### config.mk
export PLATFORM = sky130hd
export DESIGN_NAME = holdover_cp_ctrl
export DESIGN_NICKNAME = d
export VERILOG_FILES = /design/src/rtl/holdover_pkg.sv /design/src/rtl/holdover_sync.sv /design/src/rtl/holdover_cause.sv /design/src/rtl/holdover_chan_gate.sv /design/src/rtl/holdover_cp_ctrl.sv
export SDC_FILE = /design/constraint.sdc
export NUM_CORES = 1
export LEC_CHECK = 0
export ABC_AREA = 1
export BUFFER_PORTS_ARGS = -buffer_cell sky130_fd_sc_hd__buf_2
export CAP_MARGIN = 30
export CELL_PAD_IN_SITES_DETAIL_PLACEMENT = 2
export CELL_PAD_IN_SITES_GLOBAL_PLACEMENT = 2
export CORE_MARGIN = 4
export CORE_UTILIZATION = 23
export DETAILED_ROUTE_END_ITERATION = 16
export PLACE_DENSITY_LB_ADDON = 0.1
export SYNTH_ARGS = -nofsm -noshare
export SYNTH_HDL_FRONTEND = slang
export SYNTH_HIERARCHICAL = 1
export SYNTH_SLANG_ARGS = --single-unit
### constraint.sdc
create_clock -name clk -period 1.4 [get_ports clk]
set_clock_uncertainty 0.1 [all_clocks]
set_input_delay 0.07 -clock clk [delete_from_list [all_inputs] [get_ports clk]]
set_output_delay 0.07 -clock clk [all_outputs]
set_load 0.01 [all_outputs]
### src/rtl/holdover_pkg.sv
// Package: shared types and constants for the holdover charge-pump controller.
// Assumes: nothing beyond IEEE 1800-2017 synthesizable constructs.
package holdover_pkg;

    // Index of each holdover source inside the cause vector
    localparam int unsigned SRC_MAN  = 0;
    localparam int unsigned SRC_AUTO = 1;
    localparam int unsigned NUM_SRC  = 2;

    typedef logic [NUM_SRC-1:0] cause_vec_t;

    // True when the update from cur to nxt removes the last active cause
    function automatic logic last_cause_cleared(input cause_vec_t cur, input cause_vec_t nxt);
        return (|cur) && !(|nxt);
    endfunction

endpackage

### src/rtl/holdover_sync.sv
// Module: multi-stage flop synchronizer for slow asynchronous control levels.
// Assumes: inputs are quasi-static levels; each bit is synchronized on its own.
module holdover_sync #(
    parameter int unsigned WIDTH   = 1,
    parameter int unsigned STAGES  = 2,
    parameter logic [WIDTH-1:0] RST_VAL = '0
) (
    input  logic             clk,
    input  logic             rst_n,
    input  logic [WIDTH-1:0] d_async,
    output logic [WIDTH-1:0] q_sync
);
    logic [WIDTH-1:0] chain_q [STAGES];

    // Shift the asynchronous level through the flop chain
    always_ff @(posedge clk) begin
        if (!rst_n) begin
            for (int i = 0; i < int'(STAGES); i++) chain_q[i] <= RST_VAL;
        end else begin
            chain_q[0] <= d_async;
            for (int i = 1; i < int'(STAGES); i++) chain_q[i] <= chain_q[i-1];
        end
    end

    assign q_sync = chain_q[STAGES-1];
endmodule

### src/rtl/holdover_cause.sv
// Module: tracks one holdover cause. A cause is entered when `enter` is high
// and is released only on a PFD pulse while its release condition holds.
// Assumes: `pfd` is a one-cycle pulse synchronous to clk.
module holdover_cause (
    input  logic clk,
    input  logic rst_n,
    input  logic enter,
    input  logic release_ok,
    input  logic pfd,
    output logic hold_q,
    output logic hold_d
);
    // Next-state: a held cause persists until a qualified PFD event
    always_comb begin
        if (hold_q) hold_d = !(pfd && release_ok);
        else        hold_d = enter;
    end

    // Register the cause state
    always_ff @(posedge clk) begin
        if (!rst_n) hold_q <= 1'b0;
        else        hold_q <= hold_d;
    end
endmodule

### src/rtl/holdover_chan_gate.sv
// Module: per-channel output shut-off request for one channel divider.
// Assumes: sync_low is already synchronized to clk.
module holdover_chan_gate (
    input  logic clk,
    input  logic rst_n,
    input  logic sync_low,
    input  logic ignore,
    output logic off_q
);
    // Request shut-off while sync is low unless the channel ignores sync
    always_ff @(posedge clk) begin
        if (!rst_n) off_q <= 1'b0;
        else        off_q <= sync_low && !ignore;
    end
endmodule

### src/rtl/holdover_cp_ctrl.sv
// Module: top of the holdover controller. Combines the manual (sync edge)
// and automatic (loss of lock) holdover causes, drives the charge-pump
// tri-state and the B-counter reset, and gates the channel dividers.
// Assumes: ref_pfd_evt is a clk-synchronous one-cycle pulse; sync_n and
// lock_in are asynchronous. Mode enables gate only entry, not release.
module holdover_cp_ctrl #(
    parameter int unsigned NUM_CH      = 4,
    parameter int unsigned SYNC_STAGES = 2
) (
    input  logic              clk,
    input  logic              rst_n,
    input  logic              sync_n,
    input  logic              lock_in,
    input  logic              ref_pfd_evt,
    input  logic              man_en,
    input  logic              auto_en,
    input  logic [NUM_CH-1:0] ignore_sync,
    output logic              cp_tristate,
    output logic              bcnt_reset,
    output logic [NUM_CH-1:0] ch_off
);
    import holdover_pkg::*;

    localparam logic [1:0] SYNC_IDLE = 2'b11;

    logic [1:0]  raw_in, synced;
    logic        sync_s, lock_s, sync_prev_q, sync_fall;
    cause_vec_t  enter_v, relok_v, hold_q_v, hold_d_v;
    logic        bres_q;

    assign raw_in = {lock_in, sync_n};

    holdover_sync #(.WIDTH(2), .STAGES(SYNC_STAGES), .RST_VAL(SYNC_IDLE)) u_sync (
        .clk(clk), .rst_n(rst_n), .d_async(raw_in), .q_sync(synced)
    );
    assign sync_s = synced[0];
    assign lock_s = synced[1];

    // Remember the previous synchronized sync level for edge detection
    always_ff @(posedge clk) begin
        if (!rst_n) sync_prev_q <= 1'b1;
        else        sync_prev_q <= sync_s;
    end
    assign sync_fall = sync_prev_q && !sync_s;

    // Entry and release conditions for each cause
    always_comb begin
        enter_v           = '0;
        relok_v           = '0;
        enter_v[SRC_MAN]  = man_en && sync_fall;
        relok_v[SRC_MAN]  = sync_s;
        enter_v[SRC_AUTO] = auto_en && !lock_s;
        relok_v[SRC_AUTO] = lock_s;
    end

    for (genvar s = 0; s < int'(NUM_SRC); s++) begin : g_cause
        holdover_cause u_cause (
            .clk(clk), .rst_n(rst_n), .enter(enter_v[s]), .release_ok(relok_v[s]),
            .pfd(ref_pfd_evt), .hold_q(hold_q_v[s]), .hold_d(hold_d_v[s])
        );
    end

    // Pulse the B-counter reset on the edge that clears the last cause
    always_ff @(posedge clk) begin
        if (!rst_n) bres_q <= 1'b0;
        else        bres_q <= last_cause_cleared(hold_q_v, hold_d_v);
    end

    for (genvar c = 0; c < int'(NUM_CH); c++) begin : g_chan
        holdover_chan_gate u_gate (
            .clk(clk), .rst_n(rst_n), .sync_low(!sync_s),
            .ignore(ignore_sync[c]), .off_q(ch_off[c])
        );
    end

    assign cp_tristate = |hold_q_v;
    assign bcnt_reset  = bres_q;
endmodule

* After elaboration in Yosys (flattened, before gate mapping)
Memory sizes are Yosys's and may differ from the RTL's.
Index checks and enable logic that the tools add are counted.
** Storage, ports and cells
- Bits in registers :: 8
- Logic and storage cells :: 38
- Bits in writable memories :: 4
- Input bits :: 11
- Memories :: 1
- Output and inout bits :: 6
** Cells by class
- Bitwise operators :: 2
- Reductions and logical operators :: 21
- Mux-type cells :: 6
** Memory list
- u_sync.chain_q :: depth 2, width 2, read ports 2, clocked after memory_dff 0, write ports 2, line holdover_sync.sv:13 : logic [WIDTH-1:0] chain_q [STAGES];
** Operators by type and width (number)
- logical AND 1 bit :: 10
- zero test 1 bit :: 9
- two-way mux 1 bit :: 4
- two-way mux 2 bit :: 2
- OR reduction 2 bit :: 2
- bitwise OR 1 bit :: 2

* Longest topological paths before layout
- Word-level depth :: 7
- Depth in mapped cells :: 9
- Gate-level depth less buffers :: 9

* Hierarchy
Netlist, hierarchy kept.
** By module, submodules not included
- holdover_sync :: times used 1, area an instance 125.1 sq um, sequential area each 80.1 sq um, cells each 14
- holdover_chan_gate :: times used 4, area an instance 30.0 sq um, sequential area each 20.0 sq um, cells each 3
- holdover_cause :: times used 2, area an instance 58.8 sq um, sequential area each 20.0 sq um, cells each 9
- holdover_cp_ctrl :: times used 1, area an instance 86.3 sq um, sequential area each 40.0 sq um, cells each 14

* Least setup slack after synthesis
OpenSTA, ideal clock, no wires.
- Kind :: register to register
- Start point :: mem u_sync.chain_q[1][0], in the netlist u_sync/chain_q[0][2]
- End point :: reg bres_q, in the netlist bcnt_reset
- Stages on the path, launching flop included :: 10
- Data arrival time :: 800 ps
- Setup slack :: 384 ps
- Path buffers :: 1
- Required time :: 1184 ps
- Setup time :: 116 ps
- Cell sequence :: dfxtp_1 > buf_4 > nor2_1 > inv_1 > nand2_2 > nand2_2 > inv_1 > inv_1 > nand3_1 > nor2_1
** RTL lines
- start, declared :: line holdover_sync.sv:13
- end signal, assigned :: line holdover_cp_ctrl.sv:66 : else bres_q <= last_cause_cleared(hold_q_v, hold_d_v);
- end, declared :: line holdover_cp_ctrl.sv:29 : logic bres_q;

==> summary.md <==
| Metric | Value |
|---|---|
| Status | finished clean |
| FP Rows | 15 |
| IO Count | 17 |
| Slowest stage delay, CP | 0.56 ns |
| Worst path arrival time | 1.36 ns |
| DR WL met2 | 559 um |
| Cells after Synth | 58 |
| Fin worst setup slack | 0.106 ns |
| TritonCTS Buffers | 3 |
| Synth cell types | 8 |
| Clock transition at the registers of the reported paths | 0.08 ns |
| Critical path class | in2reg |
| Yosys warning count | 6 |
| Slew Viols, Final | 0 |
| First-pass GRT wire length | 1840 um |
| GRT overflow | 0 |
| Max Used Layer | met4 |
| H-tree levels | 1 |
| Hold Slack | 0.00757 ns |
| Final hold violations | 0 |
| Buf/Inv on CP | 4 |
| Die height | 52.2 um |
| Max Freq | 773 MHz |
| Pwr Density | 1070 nW/um^2 |
| Avg Cell Area, Syn | 7.74 um^2 |
| Worst min path class | in2reg |
| Clk sink count | 12 |
| Worst-case clock buffer depth | 2 |
| Commonest non-fill, non-tap cell in the layout | inv_1 |
| # DRC | 0 |
| CTS tree | done |
| DR WL/cell | 10.0 um |
| Slew @ Worst Pin | 0.180 ns |
| Routed wire length | 1110 um |
| DRT Pass-1 Iters | 2 |
| Initial DRC count | 4 |
| Setup crit end kind | flip-flop |
| Setup crit start kind | primary input |
| Fin cells | 110 |
| Crit-path cells | dlygate4sd3_1, buf_2, inv_1, nand2_1, dlygate4sd3_1 |
| Pin count of the biggest net entering global routing | 11 |
| Gpl congestion | 0.678 |
| Vias per std cell | 3.86 |
| #FFs+latches synth | 12 |
| Vias in the first global route | 465 |
| Clk_lat worst skew | 0.28 ns |
| Max FO, Critical Path | 1 |
| Layout area overhead | 49.6% |
| Root Buffer | clkbuf_4 |
| Req. time, crit path | 1.47 ns |
| Layout cell share with drive strength beyond 1 | 35.3% |
| Max VDD drop | 0.490 mV |
| Area of the core | 1780 um^2 |
| RSZ-0062 raised after global routing | no |
| Setup TNS | 0 ns |
| Cell area after synthesis | 449 um^2 |
| N_diodes | 0 |
| Final Cycle Share | 92.4% |
| Post-placement setup slack | 0.391 ns |
| Die area | 2720 um^2 |
| Metal3 WL | 100 um |
| Vias | 425 |
| Placed Cells incl. Taps | 97 |
| DRT met1 WL | 423 um |
| Final #Nets | 97 |
| Antenna violations before repair | 0 |
| Most frequent cells in the layout | inv_1 (17), buf_2 (16), dfxtp_1 (12) |
| Mapped Nets | 69 |
| Setup Viol. Count Final | 0 |
| LEAKAGE | 0.362 nW |
| Die outline width | 52.2 um |
| Final ANT Viol Nets | 0 |
| HPWL after DPL | 773 um |
| Port buffer count | 16 |
| Total global-route track usage | 9.87% |
| Design Area, Final | 672 um^2 |
| Slew margin rel. | 88.0% |
| Post-synthesis sequential area ratio | 53.5% |
| Placed instance area | 546 um^2 |
| Critical Path Slowest Stage Cell | dlygate4sd3_1 |
| CP top delay family | buffers and inverters |
| Fin crit period | 1.29 ns |
| Most frequent CP cell | dlygate4sd3_1 |
| Initial core utilization | 25.2% |
| Max-cap violations | 0 |
-- final cells by class --
cell class,count,area (um^2)
multi-input cells,27,130
repair buffers,25,170
fillers,225,1110
well taps,25,31.3
clock buffers,4,36.3
inverters,17,63.8
flip-flops and latches,12,240
-- worst min-delay path: stages --
cell and delay (ns):
buf_2 0.16, inv_1 0.08, nor2_2 0.04
-- cells in the mapped netlist, drive strengths merged --
master	number	share of area [%]
buf	2	3.3
inv	17	14
dfxtp	12	53
nor2	10	12
nand2	14	14
nand3	3	3.3
-- through the flow --
| step | util (%) | total power, mW |
|---|---|---|
| global placement | 30.6 | 0.421 |
| detailed placement | 30.6 | 0.424 |
| CTS | 37.7 | 0.728 |
| global route | 37.7 | 0.757 |
| finish | 37.7 | 0.717 |
| floorplan | - | 0.396 |
-- cells by family (layout without fill, tap and decap cells) --
kind of cell | after synthesis | count (layout) | synth area share (%)
buffers and inverters | 19 | 46 | 17.5
flip-flops | 12 | 12 | 53.5
AND/OR/NAND/NOR | 27 | 27 | 29.0
-- flip-flops by register name, summed over array words and instances (netlist names) --
register,cells
g_chan.u_gate/off_q,4
bcnt_reset,1
u_sync/chain_q,4
g_cause.u_cause/hold_q,2
sync_prev_q,1
-- repair_timing --
item / in CTS / in global routing
hold endpoints to repair: 9 / 0
resized for setup: 0 / 0
setup endpoints to repair: 0 / 0
buffers inserted: 0 / 0
hold buffers: 9 / 0
-- path summary, 6_finish.rpt --
check | start | endpoint | slack, ns | depth (start not counted)
max reg2reg | sync_prev_q | bcnt_reset | 0.38 | 9
min | rst_n | g_cause[1].u_cause/hold_q | 0.008 | 3
max | sync_n | u_sync/chain_q[0][0] | 0.11 | 5
min reg2reg | u_sync/chain_q[0][1] | u_sync/chain_q[0][3] | 0.32 | 2
-- per-layer routing --
metal	track usage, %	up-vias
li1	-	212
met1	8.68	194
met2	17.2	15
met3	6.27	4
met4	5.11	0
met5	0	-
-- report_power, final --
| group | internal [mW] | switching (mW) | total (mW) | leakage (nW) |
|---|---|---|---|---|
| clock | 0.158 | 0.124 | 0.282 | 0.0210 |
| sequential | 0.352 | 0.00478 | 0.357 | 0.0981 |
| combinational | 0.0412 | 0.0369 | 0.0780 | 0.243 |
Note: power is estimated with default switching activity, not from simulation.
